File: src/rtl/ring_s2mm_pkg.sv
`timescale 1ns/1ps
package ring_s2mm_pkg;
    typedef enum logic [2:0] {
        ST_IDLE,
        ST_DEAD,
        ST_ADDR,
        ST_DATA,
        ST_RESP,
        ST_HALT
    } ring_state_e;

    localparam logic [1:0] BURST_INCR = 2'b01;
    localparam logic [1:0] RESP_OKAY  = 2'b00;
endpackage

File: src/rtl/ring_burst_sizer.sv
`timescale 1ns/1ps
// Picks the beat count of the next burst: the smallest of the beat cap,
// the beats left in the chunk and the beats left before the address block ends.
module ring_burst_sizer #(
    parameter int LEN_W          = 24,
    parameter int BEAT_BYTES     = 4,
    parameter int MAX_BEATS      = 16,
    parameter int BOUNDARY_BYTES = 4096
) (
    input  logic [$clog2(BOUNDARY_BYTES)-1:0] addr_low,
    input  logic [LEN_W-1:0]                  rem_bytes,
    output logic [$clog2(MAX_BEATS)-1:0]      burst_len
);
    localparam int OFF_W   = $clog2(BOUNDARY_BYTES);
    localparam int SH      = $clog2(BEAT_BYTES);
    localparam int AWLEN_W = $clog2(MAX_BEATS);

    logic [OFF_W:0] span_bytes;
    logic [31:0]    to_bnd;
    logic [31:0]    left;
    logic [31:0]    beats;

    always_comb begin
        span_bytes = (OFF_W+1)'(BOUNDARY_BYTES) - {1'b0, addr_low};
        to_bnd     = 32'(span_bytes >> SH);
        left       = 32'(rem_bytes >> SH);
        beats      = 32'(MAX_BEATS);
        if (to_bnd < beats) beats = to_bnd;
        if (left < beats)   beats = left;
        if (beats == 32'd0) beats = 32'd1;
        burst_len  = AWLEN_W'(beats - 32'd1);
    end
endmodule

File: src/rtl/ring_seq.sv
`timescale 1ns/1ps
// Chunk and burst sequencer: dead time, address phase, data phase,
// response phase, ring wrap, completion pulse and error halt.
module ring_seq
    import ring_s2mm_pkg::*;
#(
    parameter int ADDR_W         = 32,
    parameter int LEN_W          = 24,
    parameter int DATA_W         = 32,
    parameter int MAX_BEATS      = 16,
    parameter int BOUNDARY_BYTES = 4096,
    parameter int DEAD_CYC       = 5,
    parameter int IDX_W          = 16
) (
    input  logic                         clk,
    input  logic                         rst_n,
    input  logic                         run_en,
    input  logic [ADDR_W-1:0]            ring_base,
    input  logic [LEN_W-1:0]             ring_bytes,
    input  logic [LEN_W-1:0]             chunk_bytes,
    input  logic [$clog2(MAX_BEATS)-1:0] sized_len,
    output logic [ADDR_W-1:0]            cur_addr,
    output logic [LEN_W-1:0]             cur_rem,
    input  logic                         s_tvalid,
    output logic                         s_tready,
    output logic                         m_awvalid,
    output logic [$clog2(MAX_BEATS)-1:0] m_awlen,
    input  logic                         m_awready,
    output logic                         m_wvalid,
    output logic                         m_wlast,
    input  logic                         m_wready,
    input  logic [1:0]                   m_bresp,
    input  logic                         m_bvalid,
    output logic                         m_bready,
    output logic                         chunk_irq,
    output logic [IDX_W-1:0]             chunk_done_idx,
    output logic                         halt_err
);
    localparam int BEAT_BYTES = DATA_W / 8;
    localparam int AWLEN_W    = $clog2(MAX_BEATS);
    localparam int DEAD_W     = $clog2(DEAD_CYC + 1);
    localparam int OFF_W      = $clog2(BOUNDARY_BYTES);
    localparam int SUM_W      = LEN_W + 2;

    typedef struct packed {
        ring_state_e        st;
        logic [ADDR_W-1:0]  addr;
        logic [LEN_W-1:0]   off;
        logic [LEN_W-1:0]   rem;
        logic [AWLEN_W-1:0] len;
        logic [AWLEN_W-1:0] beat;
        logic [DEAD_W-1:0]  dead;
        logic [IDX_W-1:0]   idx;
        logic [IDX_W-1:0]   done_idx;
        logic               irq;
        logic               err;
    } seq_t;

    seq_t q, d;
    logic [SUM_W-1:0] nxt_off;
    logic [SUM_W-1:0] nxt_end;
    logic             beat_go;

    assign beat_go = (q.st == ST_DATA) && s_tvalid && m_wready;

    always_comb begin
        d       = q;
        d.irq   = 1'b0;
        nxt_off = SUM_W'(q.off) + SUM_W'(chunk_bytes);
        nxt_end = nxt_off + SUM_W'(chunk_bytes);
        unique case (q.st)
            ST_IDLE: begin
                if (run_en) begin
                    d.st   = ST_DEAD;
                    d.dead = '0;
                    d.off  = '0;
                    d.idx  = '0;
                    d.addr = ring_base;
                    d.rem  = chunk_bytes;
                end
            end
            ST_DEAD: begin
                if (q.dead == DEAD_W'(DEAD_CYC - 1)) begin
                    d.st = ST_ADDR;
                end else begin
                    d.dead = q.dead + 1'b1;
                end
            end
            ST_ADDR: begin
                if (m_awready) begin
                    d.st   = ST_DATA;
                    d.len  = sized_len;
                    d.beat = '0;
                end
            end
            ST_DATA: begin
                if (beat_go) begin
                    d.addr = q.addr + ADDR_W'(BEAT_BYTES);
                    d.rem  = q.rem - LEN_W'(BEAT_BYTES);
                    d.beat = q.beat + 1'b1;
                    if (q.beat == q.len) d.st = ST_RESP;
                end
            end
            ST_RESP: begin
                if (m_bvalid) begin
                    if (m_bresp != RESP_OKAY) begin
                        d.st  = ST_HALT;
                        d.err = 1'b1;
                    end else if (q.rem == '0) begin
                        d.irq      = 1'b1;
                        d.done_idx = q.idx;
                        if (nxt_end > SUM_W'(ring_bytes)) begin
                            d.off = '0;
                            d.idx = '0;
                        end else begin
                            d.off = LEN_W'(nxt_off);
                            d.idx = q.idx + 1'b1;
                        end
                        d.addr = ring_base + ADDR_W'(d.off);
                        d.rem  = chunk_bytes;
                        d.dead = '0;
                        d.st   = run_en ? ST_DEAD : ST_IDLE;
                    end else begin
                        d.st = ST_ADDR;
                    end
                end
            end
            ST_HALT: begin
                d.st = ST_HALT;
            end
            default: d.st = ST_IDLE;
        endcase
    end

    always_ff @(posedge clk) begin
        if (!rst_n) begin
            q <= '{st: ST_IDLE, default: '0};
        end else begin
            q <= d;
        end
    end

    assign cur_addr       = q.addr;
    assign cur_rem        = q.rem;
    assign s_tready       = (q.st == ST_DATA) && m_wready;
    assign m_wvalid       = (q.st == ST_DATA) && s_tvalid;
    assign m_wlast        = (q.st == ST_DATA) && (q.beat == q.len);
    assign m_awvalid      = (q.st == ST_ADDR);
    assign m_awlen        = sized_len;
    assign m_bready       = (q.st == ST_RESP);
    assign chunk_irq      = q.irq;
    assign chunk_done_idx = q.done_idx;
    assign halt_err       = q.err;

    AST_AWLEN_CAP: assert property (@(posedge clk) disable iff (!rst_n)
        m_awvalid |-> (int'(m_awlen) < MAX_BEATS));
    AST_NO_BOUNDARY_CROSS: assert property (@(posedge clk) disable iff (!rst_n)
        m_awvalid |-> (int'(cur_addr[OFF_W-1:0]) + (int'(m_awlen) + 1) * BEAT_BYTES
                       <= BOUNDARY_BYTES));
    AST_AW_HOLD: assert property (@(posedge clk) disable iff (!rst_n)
        (m_awvalid && !m_awready) |=> (m_awvalid && $stable(cur_addr) && $stable(m_awlen)));
    AST_IRQ_ONE_CYCLE: assert property (@(posedge clk) disable iff (!rst_n)
        chunk_irq |=> !chunk_irq);
    AST_DEAD_STALL: assert property (@(posedge clk) disable iff (!rst_n)
        chunk_irq |-> (!s_tready && !m_awvalid));
    AST_ERR_STICKY: assert property (@(posedge clk) disable iff (!rst_n)
        halt_err |=> halt_err);
    AST_HALT_QUIET: assert property (@(posedge clk) disable iff (!rst_n)
        halt_err |-> (!s_tready && !m_awvalid && !chunk_irq));
endmodule

File: src/rtl/ring_s2mm_writer.sv
`timescale 1ns/1ps
module ring_s2mm_writer
    import ring_s2mm_pkg::*;
#(
    parameter int ADDR_W         = 32,
    parameter int LEN_W          = 24,
    parameter int DATA_W         = 32,
    parameter int MAX_BEATS      = 16,
    parameter int BOUNDARY_BYTES = 4096,
    parameter int DEAD_CYC       = 5,
    parameter int IDX_W          = 16
) (
    input  logic                         clk,
    input  logic                         rst_n,
    input  logic                         run_en,
    input  logic [ADDR_W-1:0]            ring_base,
    input  logic [LEN_W-1:0]             ring_bytes,
    input  logic [LEN_W-1:0]             chunk_bytes,
    input  logic [DATA_W-1:0]            s_tdata,
    input  logic                         s_tvalid,
    output logic                         s_tready,
    output logic [ADDR_W-1:0]            m_awaddr,
    output logic [$clog2(MAX_BEATS)-1:0] m_awlen,
    output logic [2:0]                   m_awsize,
    output logic [1:0]                   m_awburst,
    output logic                         m_awvalid,
    input  logic                         m_awready,
    output logic [DATA_W-1:0]            m_wdata,
    output logic [DATA_W/8-1:0]          m_wstrb,
    output logic                         m_wlast,
    output logic                         m_wvalid,
    input  logic                         m_wready,
    input  logic [1:0]                   m_bresp,
    input  logic                         m_bvalid,
    output logic                         m_bready,
    output logic                         chunk_irq,
    output logic [IDX_W-1:0]             chunk_done_idx,
    output logic                         halt_err
);
    localparam int BEAT_BYTES = DATA_W / 8;
    localparam int AWLEN_W    = $clog2(MAX_BEATS);
    localparam int OFF_W      = $clog2(BOUNDARY_BYTES);

    logic [ADDR_W-1:0]  cur_addr;
    logic [LEN_W-1:0]   cur_rem;
    logic [AWLEN_W-1:0] sized_len;

    ring_burst_sizer #(
        .LEN_W          (LEN_W),
        .BEAT_BYTES     (BEAT_BYTES),
        .MAX_BEATS      (MAX_BEATS),
        .BOUNDARY_BYTES (BOUNDARY_BYTES)
    ) sizer_i (
        .addr_low  (cur_addr[OFF_W-1:0]),
        .rem_bytes (cur_rem),
        .burst_len (sized_len)
    );

    ring_seq #(
        .ADDR_W         (ADDR_W),
        .LEN_W          (LEN_W),
        .DATA_W         (DATA_W),
        .MAX_BEATS      (MAX_BEATS),
        .BOUNDARY_BYTES (BOUNDARY_BYTES),
        .DEAD_CYC       (DEAD_CYC),
        .IDX_W          (IDX_W)
    ) seq_i (
        .clk            (clk),
        .rst_n          (rst_n),
        .run_en         (run_en),
        .ring_base      (ring_base),
        .ring_bytes     (ring_bytes),
        .chunk_bytes    (chunk_bytes),
        .sized_len      (sized_len),
        .cur_addr       (cur_addr),
        .cur_rem        (cur_rem),
        .s_tvalid       (s_tvalid),
        .s_tready       (s_tready),
        .m_awvalid      (m_awvalid),
        .m_awlen        (m_awlen),
        .m_awready      (m_awready),
        .m_wvalid       (m_wvalid),
        .m_wlast        (m_wlast),
        .m_wready       (m_wready),
        .m_bresp        (m_bresp),
        .m_bvalid       (m_bvalid),
        .m_bready       (m_bready),
        .chunk_irq      (chunk_irq),
        .chunk_done_idx (chunk_done_idx),
        .halt_err       (halt_err)
    );

    assign m_awaddr  = cur_addr;
    assign m_awsize  = 3'($clog2(BEAT_BYTES));
    assign m_awburst = BURST_INCR;
    assign m_wdata   = s_tdata;
    assign m_wstrb   = '1;
endmodule

File: config.mk
export PLATFORM = sky130hd
export DESIGN_NAME = ring_s2mm_writer
export DESIGN_NICKNAME = d
export VERILOG_FILES = /design/src/rtl/ring_s2mm_pkg.sv /design/src/rtl/ring_burst_sizer.sv /design/src/rtl/ring_seq.sv /design/src/rtl/ring_s2mm_writer.sv
export SDC_FILE = /design/constraint.sdc
export NUM_CORES = 1
export LEC_CHECK = 0
export CORE_ASPECT_RATIO = 0.8
export CORE_MARGIN = 2
export CORE_UTILIZATION = 30
export DETAILED_ROUTE_END_ITERATION = 12
export DONT_BUFFER_PORTS = 1
export HOLD_SLACK_MARGIN = 0.02
export PLACE_DENSITY = 0.42
export SLEW_MARGIN = 15
export SYNTH_ARGS = -nofsm -noshare
export SYNTH_HDL_FRONTEND = slang
export SYNTH_SLANG_ARGS = --single-unit
export TNS_END_PERCENT = 1
File: constraint.sdc
create_clock -name clk -period 8.7 [get_ports clk]
set_clock_uncertainty 0.15 [all_clocks]
set_input_delay 0.435 -clock clk [delete_from_list [all_inputs] [get_ports clk]]
set_output_delay 0.435 -clock clk [all_outputs]
set_load 0.02 [all_outputs]
==> impl_metrics.csv <==
group,metric,value,unit
outcome,status,"complete, no violations",
synthesis,synth_edf_count,0,
synthesis,synth-async-reset-ratio,0,
sta,timing.final.max_slew_violations,0,
synthesis,synth.distinct_cells,95,
critical_path,cp-end-kind,"register",
clock_tree,cts_tree,"done",
grt,grt_use_total,0.193,
critical_path,worstSetupPathType,"reg -> reg",
route,viasPerCell,5.39,
place,port_buffers,0,
floorplan,num_rows,67,
synthesis,synthFlopType,"dfxtp_1",
final_layout,drive_above_1_share,0.0931,
route,wire_per_inst,19.6,um
power,switching_share,0.459,
grt,grt_pass1_vias,11136,
place,gp_congestion,0.828,
sta,final_hold_viol_count,0,
clock_tree,ctsRootBufferMaster,"clkbuf_16",
grt,antenna_found_initial,1,
floorplan,num_io_pins,221,
min_path,worstHoldPathType,"in -> reg",
grt,grt_pass1_wl,65500,um
clock_tree,clock_path_buffers,2,
route,ant_nets,0,
floorplan,die_area,43900,sq um
power,combPwrFrac,0.447,
critical_path,crit_path_frequent_cell,"a21oi_1",
power,clkPwrFrac,0.240,
power,leakagePower,5.62,nW
power,p_int,1.69,mW
clock_tree,clk_pin_slew,0.07,ns
sta,finalCriticalPeriod,8.10,ns
sta,finalCritPeriodShare,0.931,
floorplan,die_h,188,um
power,power.total,3.13,mW
critical_path,critPathRequiredTime,8.89,ns
power,seqPwrFrac,0.313,
sta,slew_headroom,0.412,
floorplan,start_util,0.303,
critical_path,crit_fanout,6,
critical_path,slowest_stage,"ha_1",
route,dr.first_iter.drc_count,852,
sta,max_freq,0.123,GHz
synthesis,ys_ff_latch,128,
floorplan,die_w,234,um
clock_tree,htreeDepth,4,
sta,worst_slew_pin_slew,0.875,ns
power,power_density,230,nW/um^2
route,wirelength,42500,um
sta,rsz0062_at_grt,"no",
route,vias,11654,
power,worst_ir_drop_vdd,166,uV
power,switching_power,1.44,mW
place,dpl.cell_count,2125,
place,hpwl,32300,um
flow_run,drv_cap,0,
sta,final-setup-viol-count,0,
clock_tree,numCtsBuffers,17,
route,drc_errors,0,
final_layout,instances_no_fill,2163,
floorplan,coreArea,41700,sq um
route,dr.pass1.iters,5,
critical_path,worstSetupStartpointType,"register",
final_layout,post-route-util,0.326,
synthesis,syn_avg_cell_area,7.54,sq um
final_layout,layout.nets,1839,
final_layout,syn2layout_area_growth,7.61,%
synthesis,synthCells,1678,
synthesis,netlist_area,12700,sq um
grt,grt_start_max_net_pins,126,
synthesis,yosysSeqAreaShare,0.202,
clock_tree,cts_sinks,128,
final_layout,antenna_cells,0,
synthesis,ys_warn_count,0,
clock_tree,clkLatencyLatePin,0.45,ns
grt,grt-ovfl-total,0,
critical_path,crit_arrival,8.29,ns
critical_path,cpPeakStageDelay,0.38,ns
## cell usage after synthesis, drive strengths merged (22+ instances only)
| cell type | n | area, sq um |
|---|---|---|
| xnor2 | 64 | 568 |
| nor2b | 40 | 250 |
| a31oi | 33 | 206 |
| dfxtp | 128 | 2560 |
| inv | 76 | 285 |
| nand3 | 46 | 230 |
| ha | 116 | 1450 |
| clkbuf | 66 | 249 |
| nor2 | 116 | 435 |
| a21o | 29 | 218 |
| and2 | 37 | 234 |
| a21boi | 24 | 180 |
| buf | 99 | 727 |
| nand2 | 161 | 607 |
| xor2 | 43 | 392 |
| a21oi | 127 | 654 |
| a22oi | 30 | 235 |
| o21ai | 137 | 712 |
| nand4 | 22 | 138 |
| and3 | 43 | 275 |
| a221oi | 24 | 223 |
## layout make-up
type                    instances  area [sq um]
multi-input cells            1321          9040
clock inverters                10           125
well taps                     552           691
inverters                      77           289
fillers                      4492         28100
clock buffers                  21           470
flip-flops and latches        128          2560
repair buffers                 54           442
## critical path, delay by kind of cell (launching register included)
family / cells / cell delay [ns]
flip-flops: 1 / 0.31
adder cells (fa/ha/maj): 4 / 1.22
AO/OA/AOI/OAI: 23 / 4.31
multiplexers: 1 / 0.35
XOR/XNOR: 2 / 0.43
buffers and inverters: 4 / 0.43
AND/OR/NAND/NOR: 7 / 0.78
## placed cells by master (no fill, tap or decap), types with 22 or more instances in the layout
cell	n
buf_4	47
a22oi_1	28
nand3_1	46
and3_1	41
a21o_1	29
nand4_1	22
nor2_1	114
nor2b_1	40
nand2_1	158
xor2_1	40
a31oi_1	32
xnor2_1	60
ha_1	115
and2_1	35
inv_1	76
o21ai_0	124
dfxtp_1	128
a21oi_1	123
## per-layer routing
metal,vias to the layer above,share of wire,track usage,wire (um)
met4,0,0.011,0.0436,462
met1,5526,0.50,0.279,21300
met5,-,0,0,0
met2,302,0.41,0.278,17400
li1,5791,-,-,-
met3,35,0.077,0.0576,3270
## through the flow
stage,cell area [sq um],setup TNS (ns),hold WS (ns),setup slack (ns)
6_report,13600,0,0.0463,0.601
5_1_grt,13600,0,0.0383,0.0449
4_1_cts,13500,0,0.0203,0.0483
3_5_place_dp,12800,-0.340,0.303,-0.123
3_3_place_gp,12800,-0.184,0.298,-0.0942
2_1_floorplan,12700,0,0.281,0.675
## what timing repair did
| action | 4_1_cts | 5_1_grt |
|---|---|---|
| gates cloned | 0 | 0 |
| gates resized for setup | 2 | 26 |
| pin swaps | 0 | 8 |
| setup endpoints to repair | 1 | 25 |
| hold buffers | 6 | 0 |
| buffers inserted | 0 | 1 |
| endpoints found under the hold margin | 124 | 0 |
## power groups by stage
stage,registers (mW),logic [mW],clock network [mW]
after floorplan,0.825,1.23,0
after global placement,0.990,1.37,0
after detailed placement,0.989,1.37,0
after CTS,0.978,1.40,0.779
after global routing,1.01,1.57,0.799
final,0.980,1.40,0.752
## state kept, by name (all words and copies together) (netlist names)
register,cells
seq_i.q,54
seq_i.cur_addr,32
seq_i.cur_rem,24
seq_i.chunk_done_idx,16
seq_i.chunk_irq,1
seq_i.halt_err,1
## logic make-up after synthesis
| kind of cell | synth area share |
|---|---|
| xor+xnor | 0.0758 |
| compound gates | 0.280 |
| buf+inv | 0.0999 |
| simple gates | 0.207 |
| mux | 0.0114 |
| flops | 0.202 |
| other cells | 0.000593 |
| fa+ha+maj | 0.123 |
## final timing paths
| path | start | slack (ns) | endpoint | cells after the start |
|---|---|---|---|---|
| max reg2reg | seq_i.q[71] | 0.60 | seq_i.cur_addr[31] | 41 |
| min | ring_base[21] | 0.05 | seq_i.cur_addr[21] | 2 |
| max | seq_i.q[71] | 0.60 | seq_i.cur_addr[31] | 41 |
| min reg2reg | seq_i.q[92] | 0.31 | seq_i.q[92] | 2 |
Power figures use the tool's default switching activity.
